$ cat src/rtl/bit_count_pkg.sv
package bit_count_pkg;
    typedef enum logic [1:0] {
        CNT_LEAD  = 2'b00,
        CNT_TRAIL = 2'b01,
        CNT_POP   = 2'b10,
        CNT_NONE  = 2'b11
    } cnt_kind_e;
endpackage

$ cat src/rtl/bcu_operand_prep.sv
// Builds the vector for the trailing-zero search and the vector for the set-bit
// adder tree. A leading count becomes a trailing count on the reversed bits.
// In word mode, ones above the low word act as a sentinel that stops the search.
module bcu_operand_prep
    import bit_count_pkg::*;
#(
    parameter int XLEN = 64,
    parameter int WORD = 32
) (
    input  logic [XLEN-1:0] operand,
    input  cnt_kind_e       kind,
    input  logic            word_mode,
    output logic [XLEN-1:0] tz_vec,
    output logic [XLEN-1:0] pop_vec
);
    localparam int UPPER = XLEN - WORD;

    logic [XLEN-1:0] rev_full;
    logic [WORD-1:0] rev_word;

    for (genvar i = 0; i < XLEN; i++) begin : g_rev_full
        assign rev_full[i] = operand[XLEN-1-i];
    end
    for (genvar i = 0; i < WORD; i++) begin : g_rev_word
        assign rev_word[i] = operand[WORD-1-i];
    end

    always_comb begin
        unique case (kind)
            CNT_LEAD: tz_vec = word_mode ? {{UPPER{1'b1}}, rev_word} : rev_full;
            default:  tz_vec = word_mode ? {{UPPER{1'b1}}, operand[WORD-1:0]} : operand;
        endcase
    end

    assign pop_vec = word_mode ? {{UPPER{1'b0}}, operand[WORD-1:0]} : operand;
endmodule

$ cat src/rtl/bcu_tz_tree.sv
// Trailing-zero counter laid out as a heap-indexed binary tree.
// Node k has children 2k (lower bits) and 2k+1 (upper bits).
// Leaf W+j holds bit j.
module bcu_tz_tree #(
    parameter int W  = 64,
    parameter int CW = $clog2(W) + 1
) (
    input  logic [W-1:0]  vec,
    output logic [CW-1:0] count
);
    logic          nz  [2*W];
    logic [CW-1:0] cnt [2*W];

    assign nz[0]  = 1'b0;
    assign cnt[0] = '0;

    for (genvar j = 0; j < W; j++) begin : g_leaf
        assign nz[W+j]  = vec[j];
        assign cnt[W+j] = '0;
    end

    for (genvar k = 1; k < W; k++) begin : g_node
        localparam int HALF = W >> $clog2(k + 1);
        assign nz[k]  = nz[2*k] | nz[2*k+1];
        assign cnt[k] = nz[2*k] ? cnt[2*k] : CW'(HALF) + cnt[2*k+1];
    end

    assign count = nz[1] ? cnt[1] : CW'(W);
endmodule

$ cat src/rtl/bcu_pop_tree.sv
// Set-bit counter built as a balanced adder tree with the same heap indexing.
module bcu_pop_tree #(
    parameter int W  = 64,
    parameter int CW = $clog2(W) + 1
) (
    input  logic [W-1:0]  vec,
    output logic [CW-1:0] count
);
    logic [CW-1:0] sum [2*W];

    assign sum[0] = '0;

    for (genvar j = 0; j < W; j++) begin : g_leaf
        assign sum[W+j] = CW'(vec[j]);
    end

    for (genvar k = 1; k < W; k++) begin : g_node
        assign sum[k] = sum[2*k] + sum[2*k+1];
    end

    assign count = sum[1];
endmodule

$ cat src/rtl/bit_count_unit.sv
module bit_count_unit
    import bit_count_pkg::*;
#(
    parameter int XLEN = 64,
    parameter int WORD = 32
) (
    input  logic            clk,
    input  logic            rst_n,
    input  logic [XLEN-1:0] operand,
    input  logic [1:0]      kind,
    input  logic            word_mode,
    output logic [XLEN-1:0] result
);
    localparam int CW = $clog2(XLEN) + 1;

    cnt_kind_e       kind_e;
    logic [XLEN-1:0] tz_vec;
    logic [XLEN-1:0] pop_vec;
    logic [CW-1:0]   tz_count;
    logic [CW-1:0]   pop_count;
    logic [CW-1:0]   sel_count;
    logic            primed;

    assign kind_e = cnt_kind_e'(kind);

    bcu_operand_prep #(.XLEN(XLEN), .WORD(WORD)) u_prep (
        .operand  (operand),
        .kind     (kind_e),
        .word_mode(word_mode),
        .tz_vec   (tz_vec),
        .pop_vec  (pop_vec)
    );

    bcu_tz_tree #(.W(XLEN), .CW(CW)) u_tz (
        .vec  (tz_vec),
        .count(tz_count)
    );

    bcu_pop_tree #(.W(XLEN), .CW(CW)) u_pop (
        .vec  (pop_vec),
        .count(pop_count)
    );

    always_comb begin
        unique case (kind_e)
            CNT_LEAD, CNT_TRAIL: sel_count = tz_count;
            CNT_POP:             sel_count = pop_count;
            default:             sel_count = '0;
        endcase
    end


    always_ff @(posedge clk) begin
        if (!rst_n) begin
            result <= '0;
            primed <= 1'b0;
        end else begin
            result <= {{(XLEN-CW){1'b0}}, sel_count};
            primed <= 1'b1;
        end
    end


    full_empty_chk: assert property (@(posedge clk) disable iff (!rst_n)
        (primed && $past(kind != 2'b11 && kind != 2'b10 && !word_mode && operand == '0))
        |-> (result == XLEN));


    word_empty_chk: assert property (@(posedge clk) disable iff (!rst_n)
        (primed && $past(kind != 2'b11 && kind != 2'b10 && word_mode && operand[WORD-1:0] == '0))
        |-> (result == WORD));


    pop_full_chk: assert property (@(posedge clk) disable iff (!rst_n)
        (primed && $past(kind == 2'b10 && !word_mode && (&operand)))
        |-> (result == XLEN));


    reserved_chk: assert property (@(posedge clk) disable iff (!rst_n)
        (primed && $past(kind == 2'b11)) |-> (result == '0));


    word_bound_chk: assert property (@(posedge clk) disable iff (!rst_n)
        (primed && $past(word_mode)) |-> (result <= WORD));


    trail_onehot_chk: assert property (@(posedge clk) disable iff (!rst_n)
        (primed && $past(kind == 2'b01 && !word_mode && $countones(operand) == 1))
        |-> ((($past(operand) >> result[CW-1:0]) & XLEN'(1)) == XLEN'(1)));
endmodule

$ cat config.mk
export PLATFORM = sky130hd
export DESIGN_NAME = bit_count_unit
export DESIGN_NICKNAME = d
export VERILOG_FILES = /design/src/rtl/bit_count_pkg.sv /design/src/rtl/bcu_operand_prep.sv /design/src/rtl/bcu_tz_tree.sv /design/src/rtl/bcu_pop_tree.sv /design/src/rtl/bit_count_unit.sv
export SDC_FILE = /design/constraint.sdc
export NUM_CORES = 1
export LEC_CHECK = 0
export BUFFER_PORTS_ARGS = -buffer_cell sky130_fd_sc_hd__buf_4
export CAP_MARGIN = 30
export CORE_UTILIZATION = 40
export CTS_CLUSTER_DIAMETER = 40
export DETAILED_ROUTE_END_ITERATION = 16
export SKIP_CTS_REPAIR_TIMING = 1
export SYNTH_ARGS = -nofsm -noshare
export SYNTH_HDL_FRONTEND = slang
export SYNTH_HIERARCHICAL = 1
export SYNTH_SLANG_ARGS = --single-unit
$ cat constraint.sdc
create_clock -name clk -period 8.6 [get_ports clk]
set_input_delay 1.72 -clock clk [delete_from_list [all_inputs] [get_ports clk]]
set_output_delay 1.72 -clock clk [all_outputs]
set_load 0.005 [all_outputs]
Word level (Yosys, flattened, before mapping)
Cells that the tools add are included.
- bits in registers: 64
- bits of input ports: 69
- output and inout bits: 64
- word-level logic and storage cells: 232
- add/subtract/negate cells: 94
- eq/ne operators: 2
- muxes and demuxes: 69
- bitwise logic cells: 63
- reduce and logical (&&, ||, !) cells: 2
- operators with widths (kind ; number):
    $mux W64 ; 4
    $mux W7 ; 32
    $add A1 B1 Y2 ; 32
    $or A1 B1 Y1 ; 63
    $add A3 B7 Y7 const A ; 8
    $add A2 B1 Y3 const A ; 16
    $add A2 B2 Y3 ; 16
    $add A3 B3 Y4 ; 8
    $mux W1 ; 32
    $add A4 B7 Y7 const A ; 4
    $add A4 B4 Y5 ; 4
    $add A5 B7 Y7 const A ; 2
    $pmux W7 S2 ; 1
    $add A5 B5 Y6 ; 2
    $add A6 B6 Y7 ; 1
    $add A6 B7 Y7 const A ; 1
    $eq A2 B1 Y1 const B ; 1
    $eq A2 B2 Y1 const B ; 1
    $logic_not A2 Y1 ; 1
    $reduce_or A2 Y1 ; 1

Logic depth before layout (Yosys ltp)
- word-level depth: 15
- mapped depth: 26
- gate-level depth less buffers: 23

By module
The synthesis kept the hierarchy.
- modules (own cells, without submodules) (module ; instances ; cells an instance ; area each (sq um) ; sequential area each (sq um)):
    bcu_pop_tree ; 1 ; 218 ; 2204.6 ; 0.0
    bcu_operand_prep ; 1 ; 257 ; 1778.0 ; 0.0
    bit_count_unit ; 1 ; 88 ; 709.4 ; 140.1
    bcu_tz_tree ; 1 ; 121 ; 699.4 ; 0.0

Worst setup path before layout
OpenSTA, ideal clock, no wires.
- path type: input to register
- start point: in word_mode
- end point: reg result[5]
- library setup time: 0.069 ns
- arrival: 7.489 ns
- required time: 8.531 ns
- setup slack: 1.043 ns
- cell stages on the path: 26
- path buffers: 3
- cells stage by stage: buf_2 buf_2 clkbuf_1 nor2b_1 ha_1 inv_1 fa_1 fa_1 fa_1 inv_1 fa_1 inv_1 fa_1 inv_1 fa_1 inv_1 fa_1 inv_1 ha_1 inv_1 fa_1 nand2b_1 a21oi_1 xor2_1 nand2_1 o21ai_1
- elaborated cells on any way between the ends: 191
- those cells by class: 62 x add/sub; 66 x mux; 63 x bitwise
- RTL lines (element ; line ; source):
    start, declared ; bit_count_unit.sv:11 ; input logic word_mode,
    $mux W64 ; bcu_operand_prep.sv:35 ; assign pop_vec = word_mode ? {{UPPER{1'b0}}, operand[WORD-1:0]} : operand;
    named net pop_vec[48] ; bit_count_unit.sv:18 ; logic [XLEN-1:0] pop_vec;
    $add A1 B1 Y2 ; bcu_pop_tree.sv:18 ; assign sum[k] = sum[2*k] + sum[2*k+1];
    $add A2 B2 Y3 ; bcu_pop_tree.sv:18 ;
    $add A3 B3 Y4 ; bcu_pop_tree.sv:18 ;
    $add A4 B4 Y5 ; bcu_pop_tree.sv:18 ;
    $add A5 B5 Y6 ; bcu_pop_tree.sv:18 ;
    $add A6 B6 Y7 ; bcu_pop_tree.sv:18 ;
    named net pop_count[5] ; bit_count_unit.sv:20 ; logic [CW-1:0] pop_count;
    $pmux W7 S2 ; bit_count_unit.sv:45 ; unique case (kind_e)
    end signal, assigned ; bit_count_unit.sv:58 ; result <= {{(XLEN-CW){1'b0}}, sel_count};
    end, declared ; bit_count_unit.sv:12 ; output logic [XLEN-1:0] result
The timed path passes the listed nets, and every way through them passes these cells.
A chain may end at the register's enable or synchronous reset.

Worst setup path after layout
Ends and elaborated chain as after synthesis.

==> results.sh <==
export IMPL_outcome="finished clean"
export IMPL_antenna_found_initial=0
export IMPL_critPathLaunch="word_mode"
export IMPL_yosysMostFrequentCell="inv_1"
export IMPL_io_pins=133
export IMPL_dp_slack_ps=742.2
export IMPL_via_per_inst=5.240
export IMPL_cpMaxStageDelayCell="fa_1"
export IMPL_grt_max_degree=74
export IMPL_finalHoldViolations=0
export IMPL_htree_levels=1
export IMPL_path_depth=24
export IMPL_synth_fa_ha_area_share_pct=32.26
export IMPL_required_ps=8760
export IMPL_synth_area_mm2=0.005391
export IMPL_seq_area_frac_synth_pct=2.599
export IMPL_synth_edf_count=0
export IMPL_cts_sinks=7
export IMPL_post_dp_hpwl_um=12830
export IMPL_largest_reg_flops=7
export IMPL_synth_xor_area_share_pct=0.4874
export IMPL_multiInputGateArea_mm2=0.004173
export IMPL_critPathCaptureType="register"
export IMPL_synth_top_cell_by_area="fa_1"
export IMPL_yosysWarnings=6
export IMPL_regMostFlops="result"
export IMPL_synth_seq_cells=7
export IMPL_max_stage_delay_ps=560
export IMPL_final_antenna_net_count=0
export IMPL_leakagePower_nw=2.747
export IMPL_synth_simple_area_share_pct=16.87
export IMPL_synth_top_family_by_area="adder cells"
export IMPL_cap_violations=0
export IMPL_dieArea_mm2=0.01395
export IMPL_ys_types=48
export IMPL_worstMarginPinSlew_ps=1063
export IMPL_hold_path_cell_count=3
export IMPL_n_antenna_cell=0
export IMPL_root_buffer="clkbuf_16"
export IMPL_hp_start="rst_n"
export IMPL_regArea_um2=140.1
export IMPL_p_sw_mw=1.168
export IMPL_hold_class="in2reg"
export IMPL_synth_top_area_share_pct=22.28
export IMPL_drc=0
export IMPL_syn2layout_area_growth_pct=4.409
export IMPL_slew_viol_final=0
export IMPL_swShare_pct=53.74
export IMPL_synth_area_per_cell_um2=7.882
export IMPL_track_usage_pct=21.65
export IMPL_path_cells="buf_4 -> nor2b_1 -> ha_1 -> inv_1 -> fa_1 -> fa_1 -> fa_1 -> inv_1 -> fa_1 -> inv_1 -> fa_1 -> inv_1 -> fa_1 -> inv_1 -> fa_1 -> inv_1 -> ha_1 -> inv_1 -> fa_1 -> nand2b_1 -> a21oi_1 -> xor2_1 -> nand2_1 -> o21ai_1"
export IMPL_slew_headroom_pct=29.14
export IMPL_clk_pin_slew_worst_paths_ps=30
export IMPL_nets=872
export IMPL_crit_path_start_kind="input pin"
export IMPL_reg_largest_list="result x7"
export IMPL_worstPathMaxFanout=57
export IMPL_synth_main_ff_cell="dfxtp_1"
export IMPL_netlist_top_cells_count="inv_1, buf_4, o21ai_0"
export IMPL_tns_ps=0
export IMPL_cp_endpoint="result[5]"
export IMPL_period_share_pct=88.69
export IMPL_finalPower_mw=2.173
export IMPL_fmax_ghz=0.1311
export IMPL_placed_area_mm2=0.005550
export IMPL_drt_initial_drc_count=380
export IMPL_p_seq_share_pct=2.0
export IMPL_p_int_mw=1.005
export IMPL_drt_pass1_iterations=5
export IMPL_row_count=42
export IMPL_coreArea_mm2=0.01319
export IMPL_start_util_pct=40.87
export IMPL_gp_congestion=0.8976
export IMPL_fin_ws_ps=972.7
export IMPL_synthTopCellsByArea="fa_1, buf_4, ha_1, inv_1, o21ai_0"
export IMPL_die_h_um=118.1
export IMPL_ir_worst_vdd_mv=0.3960
export IMPL_grt_pass1_wl_um=23550
export IMPL_comb_power_share_pct=94.4
export IMPL_wl_per_cell_um=17.23
export IMPL_synth_area_mux_share_pct=5.941
export IMPL_die_w_um=118.1
export IMPL_cp_common_cell="fa_1"
export IMPL_synthArstFlopShare_pct=0
export IMPL_worstPathArrival_ps=7790
export IMPL_crit_family="adder cells"
export IMPL_path_buf_inv=8
export IMPL_grt_pass1_vias=4383
export IMPL_synth_compound_area_share_pct=17.87
export IMPL_wirelength_um=15070
export IMPL_p_clk_share_pct=3.6
export IMPL_portBuffers=75
export IMPL_ctsLongestPathBuffers=2
export IMPL_period_minus_slack_ps=7627
export IMPL_syn_inst=684
export IMPL_drive_above_1_share_pct=12.73
export IMPL_vias=4585
export IMPL_p_per_area_mw_per_mm2=386.0
export IMPL_setup_viol=0
export IMPL_final_area_mm2=0.005629
export IMPL_rsz0062_at_grt="false"
export IMPL_cts_tree="done"
export IMPL_overflow=0
export IMPL_crit_type="in2reg"
export IMPL_holdWs_ps=1819
export IMPL_cts_buffers=3
export IMPL_fillers=1354
## final cells by class
| class | count | area share [%] |
|---|---|---|
| sequential | 7 | 2.489 |
| inverter | 117 | 7.802 |
| multi-input combinational | 494 | 74.13 |
| timing repair buffer | 77 | 10.27 |
| clock buffer | 4 | 1.400 |
| tap | 176 | 3.912 |
## cell usage in the layout (no fill, tap or decap), types with 2 or more instances in the layout
cell type	n
o21ai_0	71
a211o_1	33
nor2_1	21
buf_4	77
dfxtp_1	7
nor2b_1	37
a2111oi_0	2
o21ai_1	9
ha_1	43
nor3_1	6
fa_1	60
o21bai_1	2
nand4_1	2
nand3b_1	7
or4_1	8
o211ai_1	2
and2_1	2
inv_1	117
nand2_1	8
nor4_1	7
o31ai_1	6
nor3b_1	33
o21ai_2	3
mux2i_1	32
clkbuf_16	3
nand3_1	4
a21oi_1	20
xnor2_1	2
conb_1	57
## stage by stage
stage,instances,utilization [%]
after floorplan,740,-
after global placement,871,42.08
after detailed placement,871,42.08
after CTS,875,42.68
after global routing,875,42.68
final,875,42.68
## worst min-delay path by stage
stage           endpoint  slack [ps]
2_1_floorplan  result[2]        1860
3_3_place_gp   result[5]        2050
3_5_place_dp   result[5]        2050
4_1_cts        result[0]        1820
5_1_grt        result[4]        1840
6_report       result[2]        1820
## logic make-up (layout without fill, tap and decap cells)
group | Yosys count | after routing
other | 1 | 57
buffers and inverters | 239 | 198
adder cells (fa/ha/maj) | 103 | 103
AO/OA/AOI/OAI | 154 | 154
flip-flops | 7 | 7
AND/OR/NAND/NOR | 145 | 145
multiplexers | 32 | 32
XOR/XNOR | 3 | 3
## layer usage
metal / wire length [µm] / global-route usage (%) / up-vias
li1: - / - / 2168
met1: 6616 / 30.21 / 2178
met2: 7102 / 36.88 / 226
met3: 1143 / 1.550 / 13
met4: 212 / 3.846 / 0
met5: 0 / 0 / -
## power by group through the flow
| stage | Sequential [mW] | Combinational, mW | Clock [mW] |
|---|---|---|---|
| after floorplan | 0.0455 | 1.61 | 0 |
| after global placement | 0.0445 | 1.99 | 0 |
| after detailed placement | 0.0446 | 2.08 | 0 |
| after CTS | 0.0441 | 2.09 | 0.0795 |
| after global routing | 0.0447 | 2.36 | 0.0831 |
| final | 0.0441 | 2.05 | 0.0786 |
No activity file was read; power rests on OpenSTA's default activity.
